<file path="src/rtl/ebw_pkg.sv">
package ebw_pkg;
   typedef enum logic [2:0] {
      ST_IDLE,
      ST_ALIGN,
      ST_LEAD,
      ST_ACT,
      ST_TRAIL
   } ebw_state_e;
endpackage

</file>
<file path="src/rtl/ebw_tick.sv">
module ebw_tick #(
   parameter int TIM_DIV   = 2,
   parameter int BUS_RATIO = 2
) (
   input  logic clk,
   input  logic rst,
   output logic tk,
   output logic tph_last,
   output logic bclk
);
   localparam int TPH_W = $clog2(BUS_RATIO);
   localparam int TD_W  = (TIM_DIV > 1) ? $clog2(TIM_DIV) : 1;

   logic [TPH_W-1:0] tph;

   generate
      if (TIM_DIV == 1) begin : g_nodiv
         assign tk = 1'b1;
      end else begin : g_div
         logic [TD_W-1:0] tdiv;
         always_ff @(posedge clk) begin
            if (rst)                                tdiv <= '0;
            else if (tdiv == TD_W'(TIM_DIV - 1))    tdiv <= '0;
            else                                    tdiv <= tdiv + 1'b1;
         end
         assign tk = (tdiv == TD_W'(TIM_DIV - 1));
      end
   endgenerate

   always_ff @(posedge clk) begin
      if (rst)           tph <= '0;
      else if (tk)       tph <= tph_last ? '0 : tph + 1'b1;
   end

   assign tph_last = (tph == TPH_W'(BUS_RATIO - 1));
   assign bclk     = (tph < TPH_W'(BUS_RATIO / 2));
endmodule

</file>
<file path="src/rtl/ebw_fsm.sv">
module ebw_fsm import ebw_pkg::*; #(
   parameter int LEAD_W  = 3,
   parameter int ACT_W   = 3,
   parameter int TRAIL_W = 3,
   parameter int ZONE_W  = 2,
   parameter int ADDR_W  = 19,
   parameter int HW_W    = 16
) (
   input  logic                clk,
   input  logic                rst,
   input  logic                tk,
   input  logic                tph_last,
   input  logic [LEAD_W-1:0]   cfg_lead,
   input  logic [ACT_W-1:0]    cfg_active,
   input  logic [TRAIL_W-1:0]  cfg_trail,
   input  logic                req,
   input  logic                req_wide,
   input  logic [ZONE_W-1:0]   req_zone,
   input  logic [ADDR_W-1:0]   req_addr,
   input  logic [2*HW_W-1:0]   req_data,
   output logic                ack,
   output logic                acc_on,
   output logic                we_n,
   output logic [ZONE_W-1:0]   zone_q,
   output logic [ADDR_W-1:0]   bus_addr,
   output logic [HW_W-1:0]     bus_data
);
   localparam int CNT_W0 = (LEAD_W > ACT_W) ? LEAD_W : ACT_W;
   localparam int CNT_W  = (CNT_W0 > TRAIL_W) ? CNT_W0 : TRAIL_W;

   ebw_state_e        st;
   logic [CNT_W-1:0]  cnt;
   logic [CNT_W-1:0]  lead_ld;
   logic              hi_q, wide_q;
   logic [ADDR_W-1:0] addr_q;
   logic [2*HW_W-1:0] data_q;
   logic              acc_end;

   always_comb begin
      lead_ld = (cfg_lead == '0) ? '0 : CNT_W'(cfg_lead - 1'b1);
      acc_end = tk && (cnt == '0) &&
                (((st == ST_ACT) && (cfg_trail == '0)) || (st == ST_TRAIL));
   end

   always_ff @(posedge clk) begin
      if (rst) begin
         st     <= ST_IDLE;
         cnt    <= '0;
         hi_q   <= 1'b0;
         wide_q <= 1'b0;
         zone_q <= '0;
         addr_q <= '0;
         data_q <= '0;
         ack    <= 1'b0;
      end else begin
         ack <= 1'b0;
         if (acc_end) begin
            if (wide_q && !hi_q) begin
               hi_q <= 1'b1;
               if (tph_last) begin
                  st  <= ST_LEAD;
                  cnt <= lead_ld;
               end else begin
                  st  <= ST_ALIGN;
               end
            end else begin
               st  <= ST_IDLE;
               ack <= 1'b1;
            end
         end else begin
            case (st)
               ST_IDLE: if (req && !ack) begin
                  wide_q <= req_wide;
                  zone_q <= req_zone;
                  addr_q <= req_addr;
                  data_q <= req_data;
                  hi_q   <= 1'b0;
                  st     <= ST_ALIGN;
               end
               ST_ALIGN: if (tk && tph_last) begin
                  st  <= ST_LEAD;
                  cnt <= lead_ld;
               end
               ST_LEAD: if (tk) begin
                  if (cnt == '0) begin
                     st  <= ST_ACT;
                     cnt <= CNT_W'(cfg_active);
                  end else begin
                     cnt <= cnt - 1'b1;
                  end
               end
               ST_ACT: if (tk) begin
                  if (cnt == '0) begin
                     st  <= ST_TRAIL;
                     cnt <= CNT_W'(cfg_trail) - 1'b1;
                  end else begin
                     cnt <= cnt - 1'b1;
                  end
               end
               ST_TRAIL: if (tk) cnt <= cnt - 1'b1;
               default: st <= ST_IDLE;
            endcase
         end
      end
   end

   assign acc_on   = (st == ST_LEAD) || (st == ST_ACT) || (st == ST_TRAIL);
   assign we_n     = (st != ST_ACT);
   assign bus_addr = addr_q + ADDR_W'(hi_q);
   assign bus_data = hi_q ? data_q[2*HW_W-1:HW_W] : data_q[HW_W-1:0];
endmodule

</file>
<file path="src/rtl/ebw_csdec.sv">
module ebw_csdec #(
   parameter int NZONE  = 3,
   parameter int ZONE_W = 2
) (
   input  logic              en,
   input  logic [ZONE_W-1:0] zone,
   output logic [NZONE-1:0]  cs_n
);
   generate
      for (genvar g = 0; g < NZONE; g++) begin : g_cs
         assign cs_n[g] = !(en && (zone == ZONE_W'(g)));
      end
   endgenerate
endmodule

</file>
<file path="src/rtl/ebus_wr_seq.sv">
module ebus_wr_seq #(
   parameter int TIM_DIV   = 2,
   parameter int BUS_RATIO = 2,
   parameter int NZONE     = 3,
   parameter int ZONE_W    = 2,
   parameter int ADDR_W    = 19,
   parameter int HW_W      = 16,
   parameter int LEAD_W    = 3,
   parameter int ACT_W     = 3,
   parameter int TRAIL_W   = 3
) (
   input  logic                clk,
   input  logic                rst,
   input  logic [LEAD_W-1:0]   cfg_lead,
   input  logic [ACT_W-1:0]    cfg_active,
   input  logic [TRAIL_W-1:0]  cfg_trail,
   input  logic                req,
   input  logic                req_wide,
   input  logic [ZONE_W-1:0]   req_zone,
   input  logic [ADDR_W-1:0]   req_addr,
   input  logic [2*HW_W-1:0]   req_data,
   output logic                ack,
   output logic                bus_clk,
   output logic [NZONE-1:0]    bus_cs_n,
   output logic                bus_we_n,
   output logic [ADDR_W-1:0]   bus_addr,
   output logic [HW_W-1:0]     bus_data
);
   generate
      if (TIM_DIV < 1)              begin : g_bad_td  $error("TIM_DIV must be at least 1");          end
      if (BUS_RATIO < 2)            begin : g_bad_br  $error("BUS_RATIO must be at least 2");        end
      if (NZONE > (1 << ZONE_W))    begin : g_bad_nz  $error("ZONE_W too narrow for NZONE");         end
      if (LEAD_W < 1 || ACT_W < 1 || TRAIL_W < 1) begin : g_bad_w $error("phase fields need a bit"); end
   endgenerate

   logic              tk, tph_last, acc_on;
   logic [ZONE_W-1:0] zone_q;

   ebw_tick #(.TIM_DIV(TIM_DIV), .BUS_RATIO(BUS_RATIO)) u_tick (
      .clk(clk), .rst(rst), .tk(tk), .tph_last(tph_last), .bclk(bus_clk)
   );

   ebw_fsm #(
      .LEAD_W(LEAD_W), .ACT_W(ACT_W), .TRAIL_W(TRAIL_W),
      .ZONE_W(ZONE_W), .ADDR_W(ADDR_W), .HW_W(HW_W)
   ) u_fsm (
      .clk(clk), .rst(rst), .tk(tk), .tph_last(tph_last),
      .cfg_lead(cfg_lead), .cfg_active(cfg_active), .cfg_trail(cfg_trail),
      .req(req), .req_wide(req_wide), .req_zone(req_zone),
      .req_addr(req_addr), .req_data(req_data),
      .ack(ack), .acc_on(acc_on), .we_n(bus_we_n), .zone_q(zone_q),
      .bus_addr(bus_addr), .bus_data(bus_data)
   );

   ebw_csdec #(.NZONE(NZONE), .ZONE_W(ZONE_W)) u_cs (
      .en(acc_on), .zone(zone_q), .cs_n(bus_cs_n)
   );
endmodule

</file>
<file path="config.mk">
export PLATFORM = sky130hd
export DESIGN_NAME = ebus_wr_seq
export DESIGN_NICKNAME = d
export VERILOG_FILES = /design/src/rtl/ebw_pkg.sv /design/src/rtl/ebw_tick.sv /design/src/rtl/ebw_fsm.sv /design/src/rtl/ebw_csdec.sv /design/src/rtl/ebus_wr_seq.sv
export SDC_FILE = /design/constraint.sdc
export NUM_CORES = 1
export LEC_CHECK = 0
export CORE_MARGIN = 2
export CORE_UTILIZATION = 49
export DETAILED_ROUTE_END_ITERATION = 10
export DONT_BUFFER_PORTS = 1
export PLACE_DENSITY = 0.65
export SLEW_MARGIN = 15
export SYNTH_ARGS = -nofsm -noshare
export SYNTH_HDL_FRONTEND = slang
export SYNTH_SLANG_ARGS = --single-unit
</file>
<file path="constraint.sdc">
create_clock -name clk -period 3.1 [get_ports clk]
set_clock_uncertainty 0.2 [all_clocks]
set_input_delay 0.93 -clock clk [delete_from_list [all_inputs] [get_ports clk]]
set_output_delay 0.93 -clock clk [all_outputs]
set_load 0.05 [all_outputs]
</file>
==> results.md <==
* Post-route insts no fill at 496
* Top FF cell, synth: dfxtp_1
* Kind of critical path: flip-flop to primary output
* Average cell area after synthesis at 7.90 um^2
* Worst vdd ir at 0.000372 V
* Routed vias/inst at 5.37
* Max_slew headroom at 61.9%
* Fmax at 0.327 GHz
* Total routed wirelength at 6.90 mm
* Final setup viols at 0
* Reg-to-reg endpoint: u_fsm.data_q[29]
* Clock Latency Late Sink at 0.33 ns
* Worst slew pin tran at 0.568 ns
* Total GRT Usage at 19.5%
* Startpoint Class: flip-flop
* Ys Warns at 0
* Synth Register Bits at 64
* Placed inst area at 3490 um^2
* Hold_sp: u_fsm.data_q[5]
* Maxcap violations at 0
* Clock Root Buffer: clkbuf_8
* ANT cells at 0
* FF-to-FF Start: u_fsm.ack
* Chip width at 84.3 um
* CTS tree: yes
* Hold-fix buffer count after cts at 0
* WHS Path Cells at 2
* Cell count after synthesis at 400
* Cts bufs inserted at 9
* Gr ovfl total at 0
* CTS sink count at 64
* Num rows at 29
* Initial DRT Pass Iterations at 4
* CTS Buffer Depth at 2
* Core ar. at 6280 um^2
* Async SR Flop Fraction at 0%
* Vert. Die Dim at 84.3 um
* Adder-cell share of the synthesized area at 3.17%
* Min-Delay Path Class: flip-flop to flip-flop
* Status: completed
* Nets at 489
* Layout area overhead at 19.3%
* IO buf count at 0
* Die area at 7110 um^2
* Post-synth net total at 474
* Initial Utilization at 50.3%
* Post-Syn Area at 3160 um^2
* Fin crit period at 3.06 ns
* 1st-iter DRT viols at 115
* PwrDens at 571 nW/um^2
* DP HPWL at 4.74 mm
* Vias in the first global route at 2586
* Routability cong. at 0.907
* CTS clk-pin slew, worst paths at 0.06 ns
* CTS H-Tree Depth at 3
* Largest family of logic cells by synthesized area: simple AND/OR/NAND/NOR gates
* Initial antenna violation count at 0
* EDFF count, synth at 0
* # DRC at 0
* Fin. Hold Viols at 0
* Slew Viols, Final at 0
* Post-layout util at 60.0%
* Reg2reg setup slack at 1.02 ns
* Post-synthesis xor/xnor area fraction at 4.99%
* Static Leakage at 1.53 nW
* Compound-gate portion of the synthesized area at 14.3%
* Drt wl/cell at 13.9 um
* Inst Count DP at 478
* Fin Setup TNS at 0 ns
* First-pass GRT wire length at 11.3 mm
* Share of layout cells above drive strength 1 at 21.0%
* CP max FO at 5
* Worst Setup End Kind: primary output
* Worst endpoint required time at 1.97 ns
* Routed vias at 2665
* Multiplexer area fraction after synthesis at 6.65%
* Min-Delay Endpoint: u_fsm.data_q[5]
* R2R depth at 6
* Io pins at 107
* Crit share post-route at 98.8%
* Post-synthesis simple-gate area fraction at 24.4%
* Post-synth cell types at 46
* Post-synthesis sequential area ratio at 40.6%
* Setup repair after global routing missed its margin: true
* Arrival @ worst endpoint at 1.93 ns
* Largest net degree at the start of global routing at 63
* Design area at 3770 um^2
* Post-route ant nets at 0
* WHS at 0.246 ns
==> cell usage in the layout (no fill, tap or decap), types with 10 or more instances in the layout <==
cell and instances:
nand2_1 128, clkbuf_8 12, a21oi_1 60, dfxtp_1 58, mux2_2 16, inv_1 11, buf_12 10, nand3_1 11
buf_4 17, nor2_1 11
==> metrics by stage <==
stage,worst slack [ns],power (W)
after floorplan,0.0243,0.00135
after global placement,0.0662,0.00143
after detailed placement,0.0384,0.00144
after CTS,-0.00911,0.00217
after global routing,-0.0886,0.00225
final,0.0376,0.00215
==> worst max-delay path by stage <==
stage                     from           end  slack, ns  cells past startpoint
2_1_floorplan  u_fsm.addr_q[0]  bus_addr[18]       0.02                      7
3_3_place_gp   u_fsm.addr_q[0]  bus_addr[18]       0.07                      8
3_5_place_dp   u_fsm.addr_q[0]  bus_addr[12]       0.04                      8
4_1_cts             u_fsm.hi_q  bus_addr[12]     -0.009                      8
5_1_grt             u_fsm.hi_q  bus_addr[18]      -0.09                      8
6_report            u_fsm.hi_q  bus_addr[12]       0.04                      8
==> cells by family (layout without fill, tap and decap cells) <==
family                   Yosys count  in the layout
adder cells (fa/ha/maj)            8              8
multiplexers                      19             19
AND/OR/NAND/NOR                  176            176
buffers and inverters             35             54
XOR/XNOR                          18             18
AO/OA/AOI/OAI                     80             80
flip-flops                        64             64
==> sequential cells by signal, summed over array words and instances, names as in the netlist <==
register,cells
u_fsm.data_q,32
u_fsm.addr_q,19
u_fsm.cnt,3
u_fsm.st,3
u_fsm.zone_q,2
u_fsm.ack,1
u_fsm.hi_q,1
u_fsm.wide_q,1
u_tick.tk,1
u_tick.tph_last,1
==> cell usage after synthesis (all sizes together) (4+ instances only) <==
master	n	area [um^2]
nand2	129	484
dfxtp	64	1280
a21oi	60	300
mux2	16	180
xnor2	14	123
clkbuf	13	48.8
inv	12	45.0
nor2	12	45.0
nand3	11	55.1
buf	10	91.3
ha	8	100
o21ai	5	28.8
xor2	4	35.0
==> power breakdown <==
group	leakage [nW]	total (W)	switching, W	internal, W
registers	0.527	0.000943	0.0000536	0.000890
logic	0.892	0.000482	0.000312	0.000170
clock network	0.108	0.000727	0.000297	0.000430
total	1.53	0.00215	0.000662	0.00149
==> final cells by class <==
type | instances | area [um^2]
clock inverters | 3 | 40.0
well taps | 77 | 96.3
multi-input cells | 301 | 1810
repair buffers | 27 | 328
clock buffers | 12 | 165
flip-flops and latches | 64 | 1290
fillers | 590 | 2510
inverters | 12 | 45.0
==> routing by layer <==
layer  up-vias  wire length (um)  track usage (%)
met1      1226              3040             23.2
met2        73              3350             33.3
met3        10               409             4.82
li1       1356                 -                -
met4         0               102             8.36
met5         -                 0                0
==> repair_timing <==
item,CTS,global route
resized for setup,10,5
buffers inserted,2,1
pin swaps,4,2
setup endpoints to repair,5,7
==> worst max-delay path, cell delays in order, from the launching register on <==
cell     delay (ns)
dfxtp_2        0.35
ha_4           0.15
ha_4           0.13
nand2_2        0.05
or2_4          0.25
nor2_4         0.14
nand4_1        0.17
xnor2_2        0.21
buf_12         0.16
Power figures use the tool's default switching activity.
